--- config.mk ---
export PLATFORM = sky130hd
export DESIGN_NAME = ret_addr_stack
export DESIGN_NICKNAME = d
export VERILOG_FILES = /design/src/rtl/ras_pkg.sv /design/src/rtl/ras_arbiter.sv /design/src/rtl/ras_pointer.sv /design/src/rtl/ras_store.sv /design/src/rtl/ret_addr_stack.sv
export SDC_FILE = /design/constraint.sdc
export NUM_CORES = 1
export LEC_CHECK = 0
export BUFFER_PORTS_ARGS = -buffer_cell sky130_fd_sc_hd__buf_2
export CAP_MARGIN = 10
export CORE_MARGIN = 2
export CORE_UTILIZATION = 44
export CTS_BUF_LIST = sky130_fd_sc_hd__clkbuf_16
export CTS_CLUSTER_DIAMETER = 150
export DETAILED_ROUTE_END_ITERATION = 6
export PLACE_DENSITY = 0.7
export SYNTH_ARGS = -nofsm -noshare
export SYNTH_HDL_FRONTEND = slang
export SYNTH_SLANG_ARGS = --single-unit
--- constraint.sdc ---
create_clock -name clk -period 5.7 [get_ports clk]
set_input_delay 1.71 -clock clk [delete_from_list [all_inputs] [get_ports clk]]
set_output_delay 1.71 -clock clk [all_outputs]
set_load 0.005 [all_outputs]
--- src/rtl/ras_pkg.sv ---
package ras_pkg;

    localparam int unsigned DEF_DEPTH = 8;
    localparam int unsigned DEF_PC_W  = 13;

    // Operation selected for the current cycle
    typedef enum logic [1:0] {
        OP_IDLE     = 2'd0,
        OP_PUSH_CALL = 2'd1,
        OP_PUSH_IRQ = 2'd2,
        OP_POP      = 2'd3
    } stk_op_e;

    function automatic logic op_is_push(stk_op_e op);
        return (op == OP_PUSH_CALL) || (op == OP_PUSH_IRQ);
    endfunction

    // Circular successor of a slot index for an arbitrary depth
    function automatic int unsigned wrap_next(int unsigned idx, int unsigned depth);
        return (idx == depth - 1) ? 0 : idx + 1;
    endfunction

endpackage

--- src/rtl/ras_arbiter.sv ---
module ras_arbiter
    import ras_pkg::*;
(
    input  logic    clk,
    input  logic    rst,
    input  logic    call_i,
    input  logic    irq_i,
    input  logic    ret_i,
    input  logic    full_i,
    output stk_op_e op_o,
    output logic    ack_o
);

    logic pend_q;
    logic want_irq;

    assign want_irq = irq_i | pend_q;

    // Return first, then call, then interrupt if a slot is free
    always_comb begin
        if (ret_i)
            op_o = OP_POP;
        else if (call_i)
            op_o = OP_PUSH_CALL;
        else if (want_irq && !full_i)
            op_o = OP_PUSH_IRQ;
        else
            op_o = OP_IDLE;
    end

    assign ack_o = (op_o == OP_PUSH_IRQ);

    always_ff @(posedge clk) begin
        if (rst)
            pend_q <= 1'b0;
        else
            pend_q <= want_irq & ~ack_o;
    end

    AST_ACK_NOT_FULL: assert property (@(posedge clk) disable iff (rst)
        ack_o |-> !full_i);
    AST_PEND_HELD: assert property (@(posedge clk) disable iff (rst)
        (pend_q && !ack_o) |=> pend_q);
    AST_IRQ_DEFER: assert property (@(posedge clk) disable iff (rst)
        (irq_i && !ack_o) |=> pend_q);
    AST_ACK_ONCE: assert property (@(posedge clk) disable iff (rst)
        ack_o |=> !pend_q);

endmodule

--- src/rtl/ras_pointer.sv ---
module ras_pointer #(
    parameter int unsigned DEPTH = 8,
    localparam int unsigned IDX_W = (DEPTH > 1) ? $clog2(DEPTH) : 1,
    localparam int unsigned CNT_W = $clog2(DEPTH + 1)
) (
    input  logic             clk,
    input  logic             rst,
    input  logic             push_i,
    input  logic             pop_i,
    output logic [IDX_W-1:0] top_o,
    output logic [IDX_W-1:0] wr_idx_o,
    output logic             full_o,
    output logic             empty_o
);

    logic [IDX_W-1:0] top_q;
    logic [CNT_W-1:0] cnt_q;
    logic [IDX_W-1:0] top_prev;

    assign full_o   = (cnt_q == CNT_W'(DEPTH));
    assign empty_o  = (cnt_q == '0);
    assign top_o    = top_q;
    assign wr_idx_o = IDX_W'(ras_pkg::wrap_next(32'(top_q), DEPTH));
    assign top_prev = (top_q == '0) ? IDX_W'(DEPTH - 1) : top_q - IDX_W'(1);

    always_ff @(posedge clk) begin
        if (rst) begin
            top_q <= IDX_W'(DEPTH - 1);
            cnt_q <= '0;
        end else if (pop_i) begin
            if (!empty_o) begin
                top_q <= top_prev;
                cnt_q <= cnt_q - CNT_W'(1);
            end
        end else if (push_i) begin
            top_q <= wr_idx_o;
            if (!full_o)
                cnt_q <= cnt_q + CNT_W'(1);
        end
    end

    AST_ONE_OP: assert property (@(posedge clk) disable iff (rst)
        !(push_i && pop_i));
    AST_POP_DEC: assert property (@(posedge clk) disable iff (rst)
        (pop_i && !empty_o) |=> cnt_q == $past(cnt_q) - CNT_W'(1));
    AST_EMPTY_HOLD: assert property (@(posedge clk) disable iff (rst)
        (pop_i && empty_o) |=> (empty_o && $stable(top_q)));
    AST_PUSH_INC: assert property (@(posedge clk) disable iff (rst)
        (push_i && !full_o) |=> cnt_q == $past(cnt_q) + CNT_W'(1));
    AST_FULL_STAYS: assert property (@(posedge clk) disable iff (rst)
        (push_i && full_o) |=> full_o);

endmodule

--- src/rtl/ras_store.sv ---
module ras_store #(
    parameter int unsigned DEPTH = 8,
    parameter int unsigned PC_W  = 13,
    localparam int unsigned IDX_W = (DEPTH > 1) ? $clog2(DEPTH) : 1
) (
    input  logic             clk,
    input  logic             rst,
    input  logic             wr_en_i,
    input  logic [IDX_W-1:0] wr_idx_i,
    input  logic [PC_W-1:0]  wr_pc_i,
    input  logic             rd_en_i,
    input  logic [IDX_W-1:0] rd_idx_i,
    output logic [PC_W-1:0]  rd_pc_o
);

    logic [PC_W-1:0] slot_q [DEPTH];

    // One register per slot, each with its own write strobe
    for (genvar g = 0; g < DEPTH; g++) begin : g_slot
        logic sel;
        assign sel = wr_en_i && (wr_idx_i == IDX_W'(g));
        always_ff @(posedge clk) begin
            if (rst)
                slot_q[g] <= '0;
            else if (sel)
                slot_q[g] <= wr_pc_i;
        end
    end

    always_ff @(posedge clk) begin
        if (rst)
            rd_pc_o <= '0;
        else if (rd_en_i)
            rd_pc_o <= slot_q[rd_idx_i];
    end

    AST_PC_HOLD: assert property (@(posedge clk) disable iff (rst)
        !rd_en_i |=> $stable(rd_pc_o));

endmodule

--- src/rtl/ret_addr_stack.sv ---
module ret_addr_stack
    import ras_pkg::*;
#(
    parameter int unsigned DEPTH = DEF_DEPTH,
    parameter int unsigned PC_W  = DEF_PC_W,
    localparam int unsigned IDX_W = (DEPTH > 1) ? $clog2(DEPTH) : 1
) (
    input  logic            clk,
    input  logic            rst,
    input  logic            call_i,
    input  logic            irq_i,
    input  logic            ret_i,
    input  logic [PC_W-1:0] pc_i,
    output logic [PC_W-1:0] ret_pc_o,
    output logic            irq_ack_o,
    output logic            full_o,
    output logic            empty_o
);

    stk_op_e          op;
    logic             do_push;
    logic             do_pop;
    logic             rd_valid;
    logic [IDX_W-1:0] top_idx;
    logic [IDX_W-1:0] wr_idx;

    ras_arbiter u_arb (
        .clk    (clk),
        .rst    (rst),
        .call_i (call_i),
        .irq_i  (irq_i),
        .ret_i  (ret_i),
        .full_i (full_o),
        .op_o   (op),
        .ack_o  (irq_ack_o)
    );

    assign do_push  = op_is_push(op);
    assign do_pop   = (op == OP_POP);
    assign rd_valid = do_pop & ~empty_o;

    ras_pointer #(.DEPTH(DEPTH)) u_ptr (
        .clk      (clk),
        .rst      (rst),
        .push_i   (do_push),
        .pop_i    (do_pop),
        .top_o    (top_idx),
        .wr_idx_o (wr_idx),
        .full_o   (full_o),
        .empty_o  (empty_o)
    );

    ras_store #(.DEPTH(DEPTH), .PC_W(PC_W)) u_mem (
        .clk      (clk),
        .rst      (rst),
        .wr_en_i  (do_push),
        .wr_idx_i (wr_idx),
        .wr_pc_i  (pc_i),
        .rd_en_i  (rd_valid),
        .rd_idx_i (top_idx),
        .rd_pc_o  (ret_pc_o)
    );

    AST_FLAGS_EXCL: assert property (@(posedge clk) disable iff (rst)
        !(full_o && empty_o));
    AST_RET_NO_ACK: assert property (@(posedge clk) disable iff (rst)
        (ret_i || call_i) |-> !irq_ack_o);

endmodule

==> metrics.cfg <==
[floorplan]
die_x_um = 118
fp.dieH_um = 118
pin_count = 34
dieArea_um2 = 14000
initial_utilization_pct = 45.3
core-area_um2 = 12700
row_count = 41

[worst_setup_path]
worstPathRequired_ns = 3.99
path_class = in -> out
crit_arrival_ns = 2.53
cp_max_fo = 4
critPathMaxStageDelay_ns = 0.22
path_cells = buf_2 -> nor2_1 -> nor2_1 -> a21o_1 -> ha_1 -> buf_2
cpMaxStageDelayCell = a21o_1
endpoint_kind = primary output
startpoint_type = input port

[clocking]
cts_tree = built
path_clk_slew_ns = 0.05
clk_latency_ns = 0.41
cts_htree_levels = 4
clock-root-buffer = clkbuf_16
cts_setup_buffers = 0
numCtsBuffers = 17
clkSinkCount = 125
cts_buffer_depth = 2
ctsHoldBuffers = 0
postCtsResizedCells = 0

[cells_and_area]
area_growth_pct = 16.0
n_fill_cell = 1099
final_cell_mix = 105 x and2_1, 104 x edfxtp_1, 33 x buf_2
final_cells = 643
num_antenna_cells = 0
post_route_cells_drive_above_1_share_pct = 22.7
nets = 485
ff_latch_area_um2 = 3540
final_common_cell = and2_1
multi_input_area_um2 = 2060

[placed_design]
numPortBuffers = 33
dpl.hpwl_um = 7520
placedCellCount = 611
pre_cts_slack_ns = 1.47
place_congestion = 0.786

[logic_synthesis]
synthesis.nets = 447
synthFlopType = edfxtp_1
synthTopCellsByArea = edfxtp_1 54%, and2_1 11%, mux4_2 10%, dfxtp_1 7.3%, ha_1 2.0%
synth_cells = 420
ys_warn_count = 0
synth_cell_types = 44
syn-cell-area_um2 = 5770
synth-async-reset-ratio_pct = 0
ys_ff_latch = 125
syn_area_per_cell_um2 = 13.7
synth_edf_count = 104
synth_top_area_cell = edfxtp_1
synth_top_area_share_pct = 54.2
ys_seq_area_share_pct = 61.5

[sta]
setup_tns_ns = 0
tightest_slew_ns = 0.894
period_minus_slack_ns = 4.24
timing.final.ws_setup_ns = 1.46
grt_setup_unrepaired = no
max_slew_margin_pct = 40.2
fmax_mhz = 236
slew_violations = 0
period_share_pct = 74.4
finalHoldViolCount = 0
fin_skew_ns = 0.00536
setup_violations = 0

[run_status]
outcome = finished clean

[route]
drtIter0Drc = 300
vias = 3423
detail-route-antenna-nets = 0
avgViaCountPerCell = 5.32
drc = 0
drtPass1Iterations = 5
wirelength_um = 11800
routedWlPerCell_um = 18.4

[global_route]
first_global_vias = 3491
grt_max_degree = 35
grt_pass1_wl_um = 18700
grtUsageTotal_pct = 17.8
grt_antenna_before_repair = 0
overflow = 0

[run]
maxCapViolations = 0

[pwr]
total_power_mw = 3.11
leakage_nw = 2.62
powerDensity_nw_per_um2 = 465
ir_drop_mv = 0.208

[min_path]
hp-class = reg -> reg

-- final timing paths --
path	startpoint	endpoint	slack, ns	depth (start not counted)
worst min-delay path	u_mem.rd_pc_o[11]$_SDFFE_PP0P_	u_mem.rd_pc_o[11]$_SDFFE_PP0P_	0.51	2
worst min register to register	u_mem.rd_pc_o[11]$_SDFFE_PP0P_	u_mem.rd_pc_o[11]$_SDFFE_PP0P_	0.51	2
worst max-delay path	irq_i	irq_ack_o	1.46	6
worst max register to register	u_ptr.cnt_q[1]$_SDFFE_PP0P_	u_mem.slot_q[6][6]$_SDFFCE_PN0P_	2.60	8
-- flip-flops by register name, indices dropped and copies added, names as in the netlist --
name and cells:
u_arb.pend_q 1, u_mem.rd_pc_o 13, u_mem.slot_q 104, u_ptr.cnt_q 4
u_ptr.top_o 3
-- through the flow --
step / utilization (%) / cell area (µm²) / hold WS (ns)
final: 52.6 / 6690 / 0.511
after global placement: 48.0 / 6110 / 0.489
after global routing: 52.6 / 6690 / 0.547
after floorplan: - / 5770 / 0.474
after CTS: 52.6 / 6690 / 0.511
after detailed placement: 48.0 / 6110 / 0.491
-- worst max-delay path, delay by kind of cell --
kind	cells	cell delay, ns
compound gates	1	0.22
fa+ha+maj	1	0.20
buf+inv	2	0.23
simple gates	2	0.17
-- layer usage --
layer	part of all wire, %	up-vias	GRT usage [%]
li1	-	1611	-
met1	43	1707	23.2
met3	6.0	10	3.81
met2	50	95	28.8
met4	1.0	0	8.04
met5	0	-	0
-- power breakdown --
group,switching (mW),internal [mW]
Sequential,0.0721,1.18
Clock,0.381,0.677
Combinational,0.448,0.351
-- Yosys cell counts, types with 2 or more instances --
library cell,n
and2_1,105
edfxtp_1,104
mux4_2,26
nor2_1,25
o21ai_0,22
dfxtp_1,21
clkbuf_1,14
o22ai_1,13
nand2_1,11
ha_1,9
inv_1,9
nor3_1,7
buf_2,6
a21oi_1,5
nand3_1,4
nor2b_1,4
a21o_1,3
buf_4,3
a221oi_1,2
xnor2_1,2
xor2_1,2
-- kinds of logic (layout without fill, tap and decap cells) --
family          count (synthesis)  in the layout  synth area share (%)
xor+xnor                        4              4                 0.608
flops                         125            125                  61.5
fa+ha+maj                       9              9                  1.95
simple gates                  165            165                  16.5
buf+inv                        35             86                  3.02
compound gates                 54             54                  5.92
mux                            28             28                  10.5
-- area by class of cell --
cell class	instances	share of cell area [%]
Clock inverter	15	2.32
Sequential cell	125	53.0
Timing Repair Buffer	45	3.82
Multi-Input combinational cell	260	30.8
Clock buffer	17	6.36
Tap cell	172	3.22
Inverter	9	0.505
(Power assumes the default switching activity.)
